--- config.mk ---
export PLATFORM = sky130hd
export DESIGN_NAME = dual_host_arb
export DESIGN_NICKNAME = d
export VERILOG_FILES = /design/src/rtl/dual_host_arb_pkg.sv /design/src/rtl/dual_host_arb_fsm.sv /design/src/rtl/dual_host_arb_regs.sv /design/src/rtl/dual_host_arb_flags.sv /design/src/rtl/dual_host_arb.sv
export SDC_FILE = /design/constraint.sdc
export NUM_CORES = 1
export LEC_CHECK = 0
export BUFFER_PORTS_ARGS = -buffer_cell sky130_fd_sc_hd__buf_2
export CAP_MARGIN = 0
export CORE_MARGIN = 1.5
export CORE_UTILIZATION = 50
export CTS_CLUSTER_DIAMETER = 30
export DETAILED_ROUTE_END_ITERATION = 16
export PLACE_DENSITY_LB_ADDON = 0.08
export SYNTH_ARGS = -nofsm -noshare
export SYNTH_HDL_FRONTEND = slang
export SYNTH_SLANG_ARGS = --single-unit
--- constraint.sdc ---
create_clock -name clk -period 2.11 [get_ports clk]
set_input_delay 0.211 -clock clk [delete_from_list [all_inputs] [get_ports clk]]
set_output_delay 0.211 -clock clk [all_outputs]
set_load 0.005 [all_outputs]
--- src/rtl/dual_host_arb_pkg.sv ---
package dual_host_arb_pkg;

    typedef enum logic [2:0] {
        OUT_IDLE,
        OUT_SPI,
        OUT_AUX,
        OUT_SPI_OVER_AUX,
        OUT_AUX_OVER_SPI
    } outcome_e;

endpackage

--- src/rtl/dual_host_arb_fsm.sv ---
module dual_host_arb_fsm
    import dual_host_arb_pkg::*;
(
    input  logic clk,
    input  logic rst_n,
    input  logic spi_req,
    input  logic aux_req,
    input  logic prio_spi,
    output logic spi_serve,
    output logic aux_serve,
    output logic spi_lose,
    output logic aux_lose,
    output logic spi_gnt,
    output logic spi_abort,
    output logic aux_gnt,
    output logic aux_abort
);

    outcome_e state_q, state_d;

    // next outcome from the sampled requests
    always_comb begin
        if (spi_req && aux_req)
            state_d = prio_spi ? OUT_SPI_OVER_AUX : OUT_AUX_OVER_SPI;
        else if (spi_req)
            state_d = OUT_SPI;
        else if (aux_req)
            state_d = OUT_AUX;
        else
            state_d = OUT_IDLE;
    end

    // same-cycle serve/lose strobes used by storage and flags
    always_comb begin
        spi_serve = 1'b0;
        aux_serve = 1'b0;
        spi_lose  = 1'b0;
        aux_lose  = 1'b0;
        unique case (state_d)
            OUT_IDLE:         ;
            OUT_SPI:          spi_serve = 1'b1;
            OUT_AUX:          aux_serve = 1'b1;
            OUT_SPI_OVER_AUX: begin spi_serve = 1'b1; aux_lose = 1'b1; end
            OUT_AUX_OVER_SPI: begin aux_serve = 1'b1; spi_lose = 1'b1; end
            default:          ;
        endcase
    end

    always_ff @(posedge clk or negedge rst_n) begin
        if (!rst_n) state_q <= OUT_IDLE;
        else        state_q <= state_d;
    end

    // pulses decoded from the registered outcome
    always_comb begin
        spi_gnt   = 1'b0;
        spi_abort = 1'b0;
        aux_gnt   = 1'b0;
        aux_abort = 1'b0;
        unique case (state_q)
            OUT_IDLE:         ;
            OUT_SPI:          spi_gnt = 1'b1;
            OUT_AUX:          aux_gnt = 1'b1;
            OUT_SPI_OVER_AUX: begin spi_gnt = 1'b1; aux_abort = 1'b1; end
            OUT_AUX_OVER_SPI: begin aux_gnt = 1'b1; spi_abort = 1'b1; end
            default:          ;
        endcase
    end

endmodule

--- src/rtl/dual_host_arb_regs.sv ---
module dual_host_arb_regs #(
    parameter int DW        = 8,
    parameter int NREG      = 8,
    parameter int PRIO_ADDR = 3,
    parameter int PRIO_BIT  = 1
) (
    input  logic                    clk,
    input  logic                    rst_n,
    input  logic                    wr_en,
    input  logic [$clog2(NREG)-1:0] idx,
    input  logic [DW-1:0]           wr_data,
    output logic [DW-1:0]           rd_val,
    output logic                    prio_spi
);

    logic [DW-1:0] store_q [NREG];

    for (genvar g = 0; g < NREG; g++) begin : g_reg
        always_ff @(posedge clk or negedge rst_n) begin
            if (!rst_n)
                store_q[g] <= '0;
            else if (wr_en && (idx == g[$clog2(NREG)-1:0]))
                store_q[g] <= wr_data;
        end
    end

    assign rd_val   = store_q[idx];
    assign prio_spi = store_q[PRIO_ADDR][PRIO_BIT];

endmodule

--- src/rtl/dual_host_arb_flags.sv ---
module dual_host_arb_flags (
    input  logic       clk,
    input  logic       rst_n,
    input  logic       spi_lose,
    input  logic       aux_lose,
    input  logic       clr,
    output logic [1:0] flags
);

    always_ff @(posedge clk or negedge rst_n) begin
        if (!rst_n)
            flags <= 2'b00;
        else
            flags <= (clr ? 2'b00 : flags) | {aux_lose, spi_lose};
    end

endmodule

--- src/rtl/dual_host_arb.sv ---
module dual_host_arb #(
    parameter int AW        = 8,
    parameter int DW        = 8,
    parameter int NREG      = 8,
    parameter int PRIO_ADDR = 3,
    parameter int PRIO_BIT  = 1,
    parameter int STAT_ADDR = 'h4A
) (
    input  logic          clk,
    input  logic          rst_n,
    input  logic          spi_req,
    input  logic          spi_we,
    input  logic [AW-1:0] spi_addr,
    input  logic [DW-1:0] spi_wdata,
    output logic          spi_gnt,
    output logic          spi_abort,
    output logic [DW-1:0] spi_rdata,
    input  logic          aux_req,
    input  logic          aux_we,
    input  logic [AW-1:0] aux_addr,
    input  logic [DW-1:0] aux_wdata,
    output logic          aux_gnt,
    output logic          aux_abort,
    output logic [DW-1:0] aux_rdata
);

    localparam int IW = $clog2(NREG);
    localparam logic [AW-1:0] STAT_A = AW'(STAT_ADDR);
    localparam logic [AW-1:0] NREG_A = AW'(NREG);

    logic          spi_serve, aux_serve, spi_lose, aux_lose;
    logic          prio_spi;
    logic [1:0]    col_flags;
    logic          acc_we;
    logic [AW-1:0] acc_addr;
    logic [DW-1:0] acc_wdata;
    logic          acc_any, in_store, is_stat;
    logic [DW-1:0] store_val, rd_mux;

    dual_host_arb_fsm u_fsm (
        .clk       (clk),
        .rst_n     (rst_n),
        .spi_req   (spi_req),
        .aux_req   (aux_req),
        .prio_spi  (prio_spi),
        .spi_serve (spi_serve),
        .aux_serve (aux_serve),
        .spi_lose  (spi_lose),
        .aux_lose  (aux_lose),
        .spi_gnt   (spi_gnt),
        .spi_abort (spi_abort),
        .aux_gnt   (aux_gnt),
        .aux_abort (aux_abort)
    );

    // winner's access path
    assign acc_any   = spi_serve | aux_serve;
    assign acc_we    = spi_serve ? spi_we    : aux_we;
    assign acc_addr  = spi_serve ? spi_addr  : aux_addr;
    assign acc_wdata = spi_serve ? spi_wdata : aux_wdata;
    assign in_store  = acc_addr < NREG_A;
    assign is_stat   = acc_addr == STAT_A;

    dual_host_arb_regs #(
        .DW        (DW),
        .NREG      (NREG),
        .PRIO_ADDR (PRIO_ADDR),
        .PRIO_BIT  (PRIO_BIT)
    ) u_regs (
        .clk      (clk),
        .rst_n    (rst_n),
        .wr_en    (acc_any && acc_we && in_store),
        .idx      (acc_addr[IW-1:0]),
        .wr_data  (acc_wdata),
        .rd_val   (store_val),
        .prio_spi (prio_spi)
    );

    dual_host_arb_flags u_flags (
        .clk      (clk),
        .rst_n    (rst_n),
        .spi_lose (spi_lose),
        .aux_lose (aux_lose),
        .clr      (acc_any && !acc_we && is_stat),
        .flags    (col_flags)
    );

    always_comb begin
        if (is_stat)       rd_mux = DW'(col_flags);
        else if (in_store) rd_mux = store_val;
        else               rd_mux = '0;
    end

    always_ff @(posedge clk or negedge rst_n) begin
        if (!rst_n) begin
            spi_rdata <= '0;
            aux_rdata <= '0;
        end else begin
            spi_rdata <= (spi_serve && !spi_we) ? rd_mux : '0;
            aux_rdata <= (aux_serve && !aux_we) ? rd_mux : '0;
        end
    end

endmodule

==> Implementation_results.wiki <==
{| class="wikitable"
! Metric !! Value
|-
| Worst-path clk slew || 0.10 ns
|-
| # rows || 32
|-
| Fin crit share || 105%
|-
| All-layer global routing usage || 24.2%
|-
| Core area || 7730 um^2
|-
| Power density over the cells || 627 nW/um^2
|-
| Post-synthesis instance area || 4010 um^2
|-
| Sinks on Clock Net || 85
|-
| Measured slew at the worst slew-check pin || 0.561 ns
|-
| RSZ-0062 raised after global routing || yes
|-
| Share of layout cells above drive strength 1 || 54.6%
|-
| Arrival time at the worst endpoint || 2.46 ns
|-
| Number of nets in the finished design || 474
|-
| Class of the tightest hold or removal check || primary input to flop
|-
| Largest net degree at the start of global routing || 45
|-
| Final Cell Area || 5340 um^2
|-
| Post-Synthesis Cells || 323
|-
| Drc violations || 0
|-
| Sum of overflow across all layers after global routing || 0
|-
| Biggest fanout along the worst timing path || 4
|-
| Placed inst area || 4790 um^2
|-
| Worst hold slack || 0.142 ns
|-
| H-tree levels || 3
|-
| Crit path time final || 2.22 ns
|-
| Worst hold start || spi_we
|-
| Final Max Tran Viols || 0
|-
| Largest area contributor in the synthesized netlist || sky130_fd_sc_hd__dfrtp_1
|-
| Antenna violations before repair || 0
|-
| EDFF count, synth || 0
|-
| Power, Total || 3.34 mW
|-
| Fin worst setup slack || -0.105 ns
|-
| Most used DFF post-synth || sky130_fd_sc_hd__dfrtp_1
|-
| Wire length of the first global-routing pass || 15.7 mm
|-
| Violations in the final reports || negative setup slack
|-
| Launching element of the worst setup path || u_regs.prio_spi
|-
| Total negative setup slack || -3.07 ns
|-
| DIE AREA || 8570 um^2
|-
| Share of the synthesized area in the top cell type || 53.0%
|-
| Post-route ant nets || 0
|-
| Top achievable clock speed || 451 MHz
|-
| Cell Count Post-Placement || 521
|-
| Gpl congestion || 0.858
|-
| Hold Fails Final Rpt || 0
|-
| Normalized max-slew margin || 62.6%
|-
| Most common library cell in the layout ignoring fill and taps || sky130_fd_sc_hd__dfrtp_1
|-
| Highest ir drop seen on vdd || 0.000357 V
|-
| Count of buffers inserted at the top-level ports || 57
|-
| Synth Register Bits || 85
|-
| Non-filler cells in the finished layout || 543
|-
| Kind of start point of the critical path || flop
|-
| Share of the core filled with cells || 69.0%
|-
| Post-Place Setup Slack || -0.344 ns
|-
| Path type of the worst setup path || flop to flop
|-
| Number of ports placed on the die boundary || 58
|-
| Max-cap violation count || 0
|-
| Latest clock arrival within the worst-skew pair || 0.36 ns
|-
| Die span in x || 92.6 um
|-
| Clock tree buffer depth || 2
|-
| Critical Path End Type || flop
|-
| Chip Height || 92.6 um
|-
| Sequential-to-total area share from yosys stat || 53.0%
|-
| DRC marker count from the first detailed-route iteration || 116
|-
| Worst reg-to-reg setup slack || -0.11 ns
|-
| First drt pass iteration count || 4
|-
| Distinct cell type count after synthesis || 41
|-
| Skew final || 0.0185 ns
|-
| Number of nets in the synthesized netlist || 361
|-
| Buffer type at the clock tree root || sky130_fd_sc_hd__clkbuf_8
|-
| Layout Area Growth over Synthesis || 33.0%
|-
| TritonCTS clock tree || yes
|-
| Number of vias in the routed layout || 2955
|-
| Vias per cell || 5.44
|-
| Number of clock buffers inserted by TritonCTS || 9
|-
| Reg-to-reg critical path startpoint || u_regs.prio_spi
|-
| Initial core utilization || 51.9%
|-
| Run status || finished with violations
|-
| Routed Wire Length || 9.47 mm
|-
| Number of synthesis warnings || 0
|-
| Detailed placement HPWL || 6.84 mm
|-
| Ant. Diodes || 0
|-
| Standby leakage power || 2.61 nW
|-
| Most used cells in the layout excluding fill and tap cells || 85 x sky130_fd_sc_hd__dfrtp_1, 56 x sky130_fd_sc_hd__buf_2, 51 x sky130_fd_sc_hd__mux2_2
|-
| Syn_area_per_cell || 12.4 um^2
|-
| Average wire per standard cell || 17.4 um
|-
| Req. time, crit path || 2.35 ns
|-
| Final-report setup violation count || 58
|-
| Via count of the first global-routing pass || 3015
|-
| Share of flip-flops with an asynchronous set or reset after synthesis || 100%
|-
| Ranking of synthesized cells by area || sky130_fd_sc_hd__dfrtp_1 53%, sky130_fd_sc_hd__mux2_2 18%, sky130_fd_sc_hd__mux4_2 6.7%
|}
-- metal layers --
metal,part of all wire (%),track usage (%)
met2,49,40.3
met3,4.1,3.45
met1,46,33.3
met4,1.0,6.92
met5,0,0
-- path summary, 6_finish.rpt --
kind                       depth (start not counted)                 end
hold / removal                                     2        spi_rdata[1]
max in group asynchronous                          3  u_regs.store_q[46]
setup / recovery                                   7  u_regs.store_q[31]
setup reg to reg                                   7  u_regs.store_q[31]
hold reg to reg                                    1  u_regs.store_q[49]
min in group asynchronous                          2        spi_rdata[2]
-- kinds of logic after synthesis --
logic type / Yosys count / share of synthesized area (%)
multiplexers: 82 / 26.2
flip-flops: 85 / 53.0
XOR/XNOR: 1 / 0.218
AND/OR/NAND/NOR: 103 / 12.9
buffers and inverters: 18 / 1.93
AO/OA/AOI/OAI: 34 / 5.71
-- sequential cells by signal (all words and copies together), names as in the netlist --
register         count
u_regs.prio_spi      1
spi_rdata            8
u_regs.store_q      63
u_fsm.state_q        3
aux_rdata            8
u_flags.flags        2
-- final cells by class --
cell class	count	area (um^2)
multi-input cells	220	2030
fillers	569	2390
inverters	5	18.8
repair buffers	115	831
clock inverters	7	76.3
well taps	102	128
clock buffers	9	124
flip-flops and latches	85	2130
-- cell usage after synthesis, types with 3 or more instances --
cell type and n:
sky130_fd_sc_hd__mux2_2 64, sky130_fd_sc_hd__nand2_1 40, sky130_fd_sc_hd__nand3_1 14, sky130_fd_sc_hd__and3_1 3, sky130_fd_sc_hd__mux4_2 12, sky130_fd_sc_hd__inv_1 5, sky130_fd_sc_hd__a21oi_1 3, sky130_fd_sc_hd__and2_1 3
sky130_fd_sc_hd__o21ai_0 12, sky130_fd_sc_hd__mux2i_1 6, sky130_fd_sc_hd__clkbuf_1 4, sky130_fd_sc_hd__nor2b_1 3, sky130_fd_sc_hd__dfrtp_1 85, sky130_fd_sc_hd__nand4_1 3, sky130_fd_sc_hd__nor2_1 19, sky130_fd_sc_hd__or3_1 3
sky130_fd_sc_hd__buf_2 8, sky130_fd_sc_hd__nand2b_1 5
-- where the power goes --
| group | internal [mW] | total, mW | leakage, nW | switching, mW |
|---|---|---|---|---|
| sequential | 1.69 | 1.72 | 1.17 | 0.0345 |
| combinational | 0.232 | 0.475 | 1.34 | 0.243 |
| clock | 0.471 | 1.15 | 0.103 | 0.675 |
-- critical path: stages, from the launching register on --
cell                      delay (ns)
sky130_fd_sc_hd__dfrtp_1        0.43
sky130_fd_sc_hd__nor2b_2        0.07
sky130_fd_sc_hd__or4b_4         0.49
sky130_fd_sc_hd__a22oi_2        0.25
sky130_fd_sc_hd__and2_4         0.20
sky130_fd_sc_hd__nor3b_4        0.23
sky130_fd_sc_hd__buf_6          0.16
sky130_fd_sc_hd__mux2_4         0.30
-- timing repair --
action	in CTS	in global routing
resized for setup	47	25
hold buffers	1	0
endpoints found under the hold margin	41	0
pin swaps	6	8
cloned	0	0
setup buffers	3	2
endpoints found under the setup margin	81	81
Power figures use the tool's default switching activity.
